File: src/rtl/pfq_pkg.sv
package pfq_pkg;

  typedef enum logic [1:0] {
    EV_DEMAND = 2'd0,
    EV_SQUASH = 2'd1,
    EV_BUFHIT = 2'd2,
    EV_FULL   = 2'd3
  } pfq_event_e;

  localparam int PFQ_NEVENT = 4;

  function automatic int pfq_max(input int a, input int b);
    return (a > b) ? a : b;
  endfunction

endpackage

File: src/rtl/pfq_notify_gate.sv
module pfq_notify_gate #(
  parameter int ADDR_W    = 32,
  parameter int BLK_BYTES = 64
) (
  input  logic              ntf_valid,
  input  logic [ADDR_W-1:0] ntf_addr,
  input  logic              ntf_uncache,
  input  logic              ntf_ifetch,
  input  logic              cfg_data_only,
  output logic              act,
  output logic [ADDR_W-1:0] dm_blk
);
  localparam int OFS_W = $clog2(BLK_BYTES);

  // uncacheable accesses and (optionally) fetches leave the queue untouched
  assign act    = ntf_valid && !ntf_uncache && !(ntf_ifetch && cfg_data_only);
  assign dm_blk = {ntf_addr[ADDR_W-1:OFS_W], {OFS_W{1'b0}}};
endmodule

File: src/rtl/pfq_cand_filter.sv
module pfq_cand_filter #(
  parameter int ADDR_W    = 32,
  parameter int TIME_W    = 32,
  parameter int DLY_W     = 8,
  parameter int BLK_BYTES = 64,
  parameter int NCAND     = 2
) (
  input  logic                    act,
  input  logic                    cfg_check_push,
  input  logic [TIME_W-1:0]       now,
  input  logic [NCAND-1:0]        cand_valid,
  input  logic [NCAND*ADDR_W-1:0] cand_addr,
  input  logic [NCAND*DLY_W-1:0]  cand_delay,
  input  logic [NCAND-1:0]        cand_in_cache,
  input  logic [NCAND-1:0]        cand_in_missq,
  output logic [NCAND-1:0]        keep,
  output logic [NCAND*ADDR_W-1:0] c_blk,
  output logic [NCAND*TIME_W-1:0] c_rdy
);
  localparam int OFS_W = $clog2(BLK_BYTES);

  for (genvar c = 0; c < NCAND; c++) begin : g_slot
    logic [ADDR_W-1:0] raw;
    assign raw  = cand_addr[c*ADDR_W +: ADDR_W];
    // external presence filters; queue duplicates are handled by the array
    assign keep[c] = act && cand_valid[c] && !cand_in_missq[c] &&
                     !(cfg_check_push && cand_in_cache[c]);
    assign c_blk[c*ADDR_W +: ADDR_W] = {raw[ADDR_W-1:OFS_W], {OFS_W{1'b0}}};
    assign c_rdy[c*TIME_W +: TIME_W] = now + TIME_W'(cand_delay[c*DLY_W +: DLY_W]);
  end
endmodule

File: src/rtl/pfq_stats.sv
module pfq_stats #(
  parameter int CNT_W  = 16,
  parameter int INC_W  = 4,
  parameter int NEVENT = 4
) (
  input  logic                     clk,
  input  logic                     rst,
  input  logic [NEVENT*INC_W-1:0]  inc,
  output logic [NEVENT*CNT_W-1:0]  cnt
);
  for (genvar e = 0; e < NEVENT; e++) begin : g_ctr
    always_ff @(posedge clk) begin
      if (rst) cnt[e*CNT_W +: CNT_W] <= '0;
      else     cnt[e*CNT_W +: CNT_W] <= cnt[e*CNT_W +: CNT_W] + CNT_W'(inc[e*INC_W +: INC_W]);
    end
  end
endmodule

File: src/rtl/pf_req_queue.sv
module pf_req_queue #(
  parameter int ADDR_W    = 32,
  parameter int TIME_W    = 32,
  parameter int DLY_W     = 8,
  parameter int DEPTH     = 8,
  parameter int NCAND     = 2,
  parameter int BLK_BYTES = 64,
  parameter int CNT_W     = 16
) (
  input  logic                    clk,
  input  logic                    rst,
  input  logic                    cfg_data_only,
  input  logic                    cfg_serial_squash,
  input  logic                    cfg_check_push,
  input  logic                    ntf_valid,
  input  logic [ADDR_W-1:0]       ntf_addr,
  input  logic [TIME_W-1:0]       ntf_time,
  input  logic                    ntf_uncache,
  input  logic                    ntf_ifetch,
  input  logic [NCAND-1:0]        cand_valid,
  input  logic [NCAND*ADDR_W-1:0] cand_addr,
  input  logic [NCAND*DLY_W-1:0]  cand_delay,
  input  logic [NCAND-1:0]        cand_in_cache,
  input  logic [NCAND-1:0]        cand_in_missq,
  output logic [ADDR_W-1:0]       head_lkp_addr,
  input  logic                    head_lkp_in_cache,
  output logic                    pop_valid,
  input  logic                    pop_ready,
  output logic [ADDR_W-1:0]       pop_addr,
  output logic                    rpt_valid,
  output logic [TIME_W-1:0]       rpt_time,
  output logic [TIME_W-1:0]       next_ready,
  output logic [CNT_W-1:0]        cnt_demand,
  output logic [CNT_W-1:0]        cnt_squash,
  output logic [CNT_W-1:0]        cnt_bufhit,
  output logic [CNT_W-1:0]        cnt_full
);
  import pfq_pkg::*;

  localparam int CW    = $clog2(DEPTH + 1);
  localparam int IW    = $clog2(DEPTH);
  localparam int SQW   = $clog2(DEPTH + 1);
  localparam int CFW   = $clog2(NCAND + 1);
  localparam int INC_W = pfq_max(SQW, CFW);

  // registered queue state, head at slot 0
  logic [ADDR_W-1:0] qa [DEPTH];
  logic [TIME_W-1:0] qt [DEPTH];
  logic [CW-1:0]     q_n;

  // next-state working copy
  logic [ADDR_W-1:0] wa [DEPTH];
  logic [TIME_W-1:0] wt [DEPTH];
  logic [CW-1:0]     wn;

  logic              act;
  logic [ADDR_W-1:0] dm_blk;
  logic [NCAND-1:0]        keep;
  logic [NCAND*ADDR_W-1:0] c_blk;
  logic [NCAND*TIME_W-1:0] c_rdy;

  logic              hit, stop, dup;
  logic [IW-1:0]     hidx;
  logic              inc_dem;
  logic [SQW-1:0]    inc_sq;
  logic [CFW-1:0]    inc_bh, inc_full;
  logic              pop_fire, head_skip;
  logic [PFQ_NEVENT*INC_W-1:0] inc_vec;
  logic [PFQ_NEVENT*CNT_W-1:0] cnt_vec;

  pfq_notify_gate #(.ADDR_W(ADDR_W), .BLK_BYTES(BLK_BYTES)) u_gate (
    .ntf_valid    (ntf_valid),
    .ntf_addr     (ntf_addr),
    .ntf_uncache  (ntf_uncache),
    .ntf_ifetch   (ntf_ifetch),
    .cfg_data_only(cfg_data_only),
    .act          (act),
    .dm_blk       (dm_blk)
  );

  pfq_cand_filter #(
    .ADDR_W(ADDR_W), .TIME_W(TIME_W), .DLY_W(DLY_W),
    .BLK_BYTES(BLK_BYTES), .NCAND(NCAND)
  ) u_filt (
    .act           (act),
    .cfg_check_push(cfg_check_push),
    .now           (ntf_time),
    .cand_valid    (cand_valid),
    .cand_addr     (cand_addr),
    .cand_delay    (cand_delay),
    .cand_in_cache (cand_in_cache),
    .cand_in_missq (cand_in_missq),
    .keep          (keep),
    .c_blk         (c_blk),
    .c_rdy         (c_rdy)
  );

  // pop side: notify has priority; pop-time cache check when push check is off
  assign head_lkp_addr = qa[0];
  assign pop_addr      = qa[0];
  assign pop_valid     = (q_n != '0) && !ntf_valid && (cfg_check_push || !head_lkp_in_cache);
  assign head_skip     = (q_n != '0) && !ntf_valid && !cfg_check_push && head_lkp_in_cache;
  assign pop_fire      = pop_valid && pop_ready;
  assign next_ready    = (q_n == '0) ? '1 : qt[0];

  always_comb begin
    wa = qa;
    wt = qt;
    wn = q_n;
    inc_dem  = 1'b0;
    inc_sq   = '0;
    inc_bh   = '0;
    inc_full = '0;
    hit  = 1'b0;
    hidx = '0;
    stop = 1'b0;
    dup  = 1'b0;
    if (act) begin
      // 1) demand removal of a matching block
      for (int i = 0; i < DEPTH; i++) begin
        if (CW'(i) < wn && wa[i] == dm_blk) begin
          hit  = 1'b1;
          hidx = IW'(i);
        end
      end
      if (hit) begin
        for (int j = 0; j < DEPTH - 1; j++) begin
          if (IW'(j) >= hidx) begin
            wa[j] = wa[j+1];
            wt[j] = wt[j+1];
          end
        end
        wn      = wn - 1'b1;
        inc_dem = 1'b1;
      end
      // 2) serial squash from the tail
      if (cfg_serial_squash) begin
        for (int k = DEPTH - 1; k >= 0; k--) begin
          if (!stop && wn != '0 && CW'(k) == wn - 1'b1) begin
            if (wt[k] >= ntf_time) begin
              wn     = wn - 1'b1;
              inc_sq = inc_sq + 1'b1;
            end else begin
              stop = 1'b1;
            end
          end
        end
      end
      // 3) candidate admission in slot order
      for (int c = 0; c < NCAND; c++) begin
        if (keep[c]) begin
          dup = 1'b0;
          for (int i = 0; i < DEPTH; i++) begin
            if (CW'(i) < wn && wa[i] == c_blk[c*ADDR_W +: ADDR_W]) dup = 1'b1;
          end
          if (dup) begin
            inc_bh = inc_bh + 1'b1;
          end else begin
            if (wn == CW'(DEPTH)) begin
              for (int j = 0; j < DEPTH - 1; j++) begin
                wa[j] = wa[j+1];
                wt[j] = wt[j+1];
              end
              wn       = wn - 1'b1;
              inc_full = inc_full + 1'b1;
            end
            wa[wn[IW-1:0]] = c_blk[c*ADDR_W +: ADDR_W];
            wt[wn[IW-1:0]] = c_rdy[c*TIME_W +: TIME_W];
            wn = wn + 1'b1;
          end
        end
      end
    end else if (pop_fire || head_skip) begin
      for (int j = 0; j < DEPTH - 1; j++) begin
        wa[j] = wa[j+1];
        wt[j] = wt[j+1];
      end
      wn = wn - 1'b1;
    end
  end

  // entry storage carries no reset; occupancy qualifies every read
  always_ff @(posedge clk) begin
    for (int i = 0; i < DEPTH; i++) begin
      qa[i] <= wa[i];
      qt[i] <= wt[i];
    end
  end

  always_ff @(posedge clk) begin
    if (rst) begin
      q_n       <= '0;
      rpt_valid <= 1'b0;
      rpt_time  <= '0;
    end else begin
      q_n       <= wn;
      rpt_valid <= ntf_valid;
      if (ntf_valid) rpt_time <= (wn != '0) ? wt[0] : '0;
    end
  end

  assign inc_vec[int'(EV_DEMAND)*INC_W +: INC_W] = INC_W'(inc_dem);
  assign inc_vec[int'(EV_SQUASH)*INC_W +: INC_W] = INC_W'(inc_sq);
  assign inc_vec[int'(EV_BUFHIT)*INC_W +: INC_W] = INC_W'(inc_bh);
  assign inc_vec[int'(EV_FULL)*INC_W   +: INC_W] = INC_W'(inc_full);

  pfq_stats #(.CNT_W(CNT_W), .INC_W(INC_W), .NEVENT(PFQ_NEVENT)) u_stats (
    .clk(clk),
    .rst(rst),
    .inc(inc_vec),
    .cnt(cnt_vec)
  );

  assign cnt_demand = cnt_vec[int'(EV_DEMAND)*CNT_W +: CNT_W];
  assign cnt_squash = cnt_vec[int'(EV_SQUASH)*CNT_W +: CNT_W];
  assign cnt_bufhit = cnt_vec[int'(EV_BUFHIT)*CNT_W +: CNT_W];
  assign cnt_full   = cnt_vec[int'(EV_FULL)*CNT_W   +: CNT_W];

  // occupancy bound across eviction and admission
  assert_occupancy_bound_R7: assert property (@(posedge clk) disable iff (rst)
    q_n <= CW'(DEPTH));

  // ignored notifies leave the occupancy untouched
  assert_ignored_notify_R2: assert property (@(posedge clk) disable iff (rst)
    (ntf_valid && (ntf_uncache || (ntf_ifetch && cfg_data_only))) |=> q_n == $past(q_n));

  // a pop handshake removes exactly one entry
  assert_pop_one_R11: assert property (@(posedge clk) disable iff (rst)
    (pop_valid && pop_ready) |=> q_n == $past(q_n) - 1'b1);

  // demand match advances the removal counter by one
  assert_demand_count_R3: assert property (@(posedge clk) disable iff (rst)
    (act && hit) |=> cnt_demand == $past(cnt_demand) + 1'b1);

  // squash counter frozen while the mode is off
  assert_no_squash_R4: assert property (@(posedge clk) disable iff (rst)
    (ntf_valid && !cfg_serial_squash) |=> $stable(cnt_squash));
endmodule

File: config.mk
export PLATFORM = sky130hd
export DESIGN_NAME = pf_req_queue
export DESIGN_NICKNAME = d
export VERILOG_FILES = /design/src/rtl/pfq_pkg.sv /design/src/rtl/pfq_notify_gate.sv /design/src/rtl/pfq_cand_filter.sv /design/src/rtl/pfq_stats.sv /design/src/rtl/pf_req_queue.sv
export SDC_FILE = /design/constraint.sdc
export NUM_CORES = 2
export LEC_CHECK = 0
export ABC_AREA = 1
export BUFFER_PORTS_ARGS = -buffer_cell sky130_fd_sc_hd__buf_2
export CAP_MARGIN = 30
export CELL_PAD_IN_SITES_DETAIL_PLACEMENT = 0
export CELL_PAD_IN_SITES_GLOBAL_PLACEMENT = 1
export CORE_ASPECT_RATIO = 1.25
export CORE_MARGIN = 5
export CORE_UTILIZATION = 41
export DETAILED_ROUTE_END_ITERATION = 16
export HOLD_SLACK_MARGIN = 0.12
export PLACE_DENSITY_LB_ADDON = 0.3
export SLEW_MARGIN = 5
export SYNTH_ARGS = -nofsm -noshare
export SYNTH_HDL_FRONTEND = slang
export SYNTH_SLANG_ARGS = --single-unit
File: constraint.sdc
create_clock -name clk -period 13.15 [get_ports clk]
set_input_delay 0.6575 -clock clk [delete_from_list [all_inputs] [get_ports clk]]
set_output_delay 0.6575 -clock clk [all_outputs]
set_load 0.02 [all_outputs]
==> results of run 1 <==
[metal layers]
layer,GRT overflow,track usage [%]
met1,0,57.5
met2,0,82.5
met3,0,25.3
met4,2,59.6
met5,0,3.11
[what timing repair did]
| action | in CTS |
|---|---|
| endpoints found under the setup margin | 580 |
| hold buffers | 0 |
| setup buffers | 150 |
| cloned | 14 |
| gates resized for setup | 265 |
| pin swaps | 104 |
[kinds of logic after synthesis]
kind of cell	share of synthesized area [%]
compound gates	25.4
flops	21.9
mux	0.154
simple gates	31.8
xor+xnor	3.12
buf+inv	12.5
fa+ha+maj	5.15
[through the flow]
stage	util (%)	cells	cell area (um^2)	worst slack [ns]	setup TNS [ns]
detailed placement	51.9	17200	97800	-2.28	-832.63
CTS	54.8	17500	103000	-0.0476	-0.130
floorplan	-	13000	77800	0.00681	0
global placement	51.9	17200	97700	-2.53	-903.66
==> impl_metrics.ini, run 1 <==
[yosys]
yosys_warnings = 0
synth_edf_count = 480
synth-seq-cells = 613
postSynthAreaPerCell_um2 = 5.98
synth.top_cell.area_share_pct = 21.3
syn_inst = 13000
synth.largest_area_cell = nand2_1
synthArstFlopShare_pct = 0
ys.flop_type = edfxtp_1
synth_area_leaders = nand2_1 21%, edfxtp_1 19%, o21ai_0 10%, inv_1 6.5%, ha_1 5.0%
syn-cell-area_um2 = 77800
ys_seq_area_share_pct = 21.9
ys_top_cells_by_count = 4416 x nand2_1, 1576 x o21ai_0, 1341 x inv_1
yosysMostFrequentCell = nand2_1
synth_cell_types = 78
syn_nets = 13500

[floorplanning]
die_y_um = 497
ios = 354
initial_core_util_pct = 41.3
std_cell_rows = 178
die_w_um = 400

[grt]
grt_max_degree = 167
grt_pass1_vias = 109000
grt_pass1_wl_um = 815000
overflow = 2
track_usage_pct = 56.6

[clock_tree]
cts_made_buffers = 85
numClockSinks = 613
clk_path_buf_depth = 3
cts-root-buf = clkbuf_16
htree_levels = 3

[placement]
numPortBuffers = 335
dp.final_hpwl_um = 400000
gp_congestion = 1.15

[run_status]
tool.error = [ERROR GRT-0116] Global routing finished with congestion. Check the congestion regions in the DRC Viewer.
outcome = stopped before the end
haltStage = global routing
==> run 2, diff against run 1 <==
Settings changed: CELL_PAD_IN_SITES_DETAIL_PLACEMENT 0 to unset, CELL_PAD_IN_SITES_GLOBAL_PLACEMENT 1 to unset, CORE_ASPECT_RATIO 1.25 to unset, CORE_UTILIZATION 41 to 30, HOLD_SLACK_MARGIN 0.12 to unset, PLACE_DENSITY_LB_ADDON 0.3 to 0.15.
Clock period 13.15 ns to 17.1 ns, I/O delays scaled along.
==> impl_metrics.ini, run 2 <==
[grt]
antenna_found_initial = 30
grt_max_degree = 181
grt_pass1_vias = 86700
grt_pass1_wl_um = 627000
overflow = 0
track_usage_pct = 31.4

[yosys]
synth-seq-cells = 613
syn_inst = 13000
ys_seq_area_share_pct = 21.9
synth_cell_types = 78
ys_top_cells_by_count = 4416 x nand2_1, 1576 x o21ai_0, 1341 x inv_1
synth.largest_area_cell = nand2_1
synth-compound-area-share_pct = 25.4
synth_xor_area_share_pct = 3.12
yosysMostFrequentCell = nand2_1
synth.top_cell.area_share_pct = 21.3
yosys_warnings = 0
synth_area_leaders = nand2_1 21%, edfxtp_1 19%, o21ai_0 10%, inv_1 6.5%, ha_1 5.0%
syn_nets = 13500
ys.flop_type = edfxtp_1
postSynthAreaPerCell_um2 = 5.98
synthMuxAreaShare_pct = 0.154
yosys.area_share.simple_pct = 31.8
syn-cell-area_um2 = 77800
synth_top_family_by_area = simple AND/OR/NAND/NOR gates
synthAdderAreaFrac_pct = 5.15
synthArstFlopShare_pct = 0
synth_edf_count = 480

[floorplanning]
die_w_um = 519
die_y_um = 519
std_cell_rows = 187
ios = 354
initial_core_util_pct = 30.1
dieArea_um2 = 270000
core_um2 = 259000

[routing]
avgViaCountPerCell = 5.61
num_vias = 94000
ant_nets = 0
post_drt_wl_per_cell_um = 26.6
routed_wl_um = 446000
first_pass_iters = 9
drtIter0Drc = 10100
route.detailed.drc = 0

[final_layout]
largestRegisters = qt: 256 flops, qa: 224 flops, u_stats.cnt: 64 flops
final_common_cell = nand2_1
nNetsFinal = 13800
final_cell_mix = 4402 x nand2_1, 1576 x o21ai_0, 1334 x inv_1
syn_to_final_growth_pct = 15.3
largest_reg_flops = 256
final_area_um2 = 89700
final_cell_count_no_fill = 16800
drive_gt1_share_pct = 11.1
max_flop_register = qt

[clock_tree]
htree_levels = 3
clock_latency_ns = 0.79
tritoncts = built
numClockSinks = 613
cts_made_buffers = 90
clk_pin_slew_ns = 0.06
cts_setup_buffers = 0
clk_path_buf_depth = 3
cts-root-buf = clkbuf_16

[placement]
gp_congestion = 1.01
numPortBuffers = 335
place_area_um2 = 86700
place_inst = 16600
dp.final_hpwl_um = 334000

[sta]
slew_headroom_pct = 21.1
finalSetupViolations = 0
fin_crit_ns = 15.81
tns_ns = 0
tightest_slew_ns = 1.18
rsz0062_at_grt = no
hold_slack_ns = 0.361
max_clock_freq_ghz = 0.0632
fin_crit_sh_pct = 92.5
fin_skew_ns = 0.0761
hold_violations = 0
final_max_slew_viol_count = 0

[setup_path]
crit_buf_inv = 15
crit_top_cell = nand2_1
crit_fanout = 34
start_kind = flip-flop
crit_required_ns = 17.70
cpMaxStageDelayCell = nand3_1
worstSetupPathType = flip-flop to flip-flop
crit_family = simple AND/OR/NAND/NOR gates
slowest_delay_ns = 0.45
crit_arrival_ns = 16.41
endpoint_kind = flip-flop

[pwr]
leakagePower_nw = 42.0
power_density_nw_per_um2 = 161
peakVddDrop_mv = 0.171

[job]
drv_cap = 0

[run_status]
outcome = complete, no violations

[worst_hold_path]
hp-class = primary input to flip-flop
==> run 2: cell counts after synthesis <==
Identical to the previous run, type by type.
==> run 2: cells by family (layout without fill, tap and decap cells) <==
family | after synthesis | count (layout)
AO/OA/AOI/OAI | 3355 | 3355
XOR/XNOR | 276 | 276
adder cells (fa/ha/maj) | 317 | 317
buffers and inverters | 2411 | 2747
flip-flops | 613 | 613
multiplexers | 12 | 12
other | 0 | 17
AND/OR/NAND/NOR | 6030 | 6030
==> run 2: path summary, 6_finish.rpt <==
path / from / cells after the start / slack, ns / to
hold / removal: rst / 2 / 0.36 / u_stats.cnt[47]
hold reg to reg: u_stats.cnt[15] / 2 / 0.46 / u_stats.cnt[15]
setup reg to reg: q_n[3] / 98 / 1.29 / u_stats.cnt[46]
setup / recovery: q_n[3] / 98 / 1.29 / u_stats.cnt[46]
==> run 2: stage by stage <==
step                      total power [mW]  util (%)  worst slack (ns)
final                                 14.4      34.7              1.29
after global routing                  15.4      34.7            0.0558
after CTS                             14.2      34.7              1.19
after detailed placement              12.2      33.5             0.738
after global placement                12.2      33.5             0.787
after floorplan                       8.39         -              3.39
==> run 2: cell type report <==
cell class              instances  area (um^2)
fillers                     29500       169000
multi-input cells            9990        51300
flip-flops and latches        613        17100
repair buffers               1140         8690
inverters                    1441         5460
well taps                    3402         4260
clock buffers                 124         2620
clock inverters                42          348
diodes                         17         42.5
==> run 2: timing repair <==
action	4_1_cts	5_1_grt
resized for setup	0	5
hold buffers	0	0
endpoints found under the setup margin	0	3
==> run 2: where the power goes <==
part	switching [mW]	leakage (nW)	internal, mW
clock	0.884	1.47	1.11
sequential	0.399	5.66	2.13
combinational	6.75	34.8	3.13
==> run 2: routing by layer <==
layer	up-vias	part of all wire (%)	track usage, %
li1	44200	-	-
met1	44300	40	38.7
met2	4395	45	51.1
met3	1195	7.5	4.68
met4	8	7.9	20.2
met5	-	0.012	0
==> run 2: worst reg2reg max path, delay by kind of cell, from the launching register on <==
kind | cells | cell delay (ns)
DFF | 1 | 0.35
and+or+nand+nor | 70 | 9.76
adders and majority gates | 8 | 2.01
buffers and inverters | 15 | 2.82
AOI/OAI and AO/OA | 5 | 0.74
Note: power is estimated with default switching activity, not from simulation.
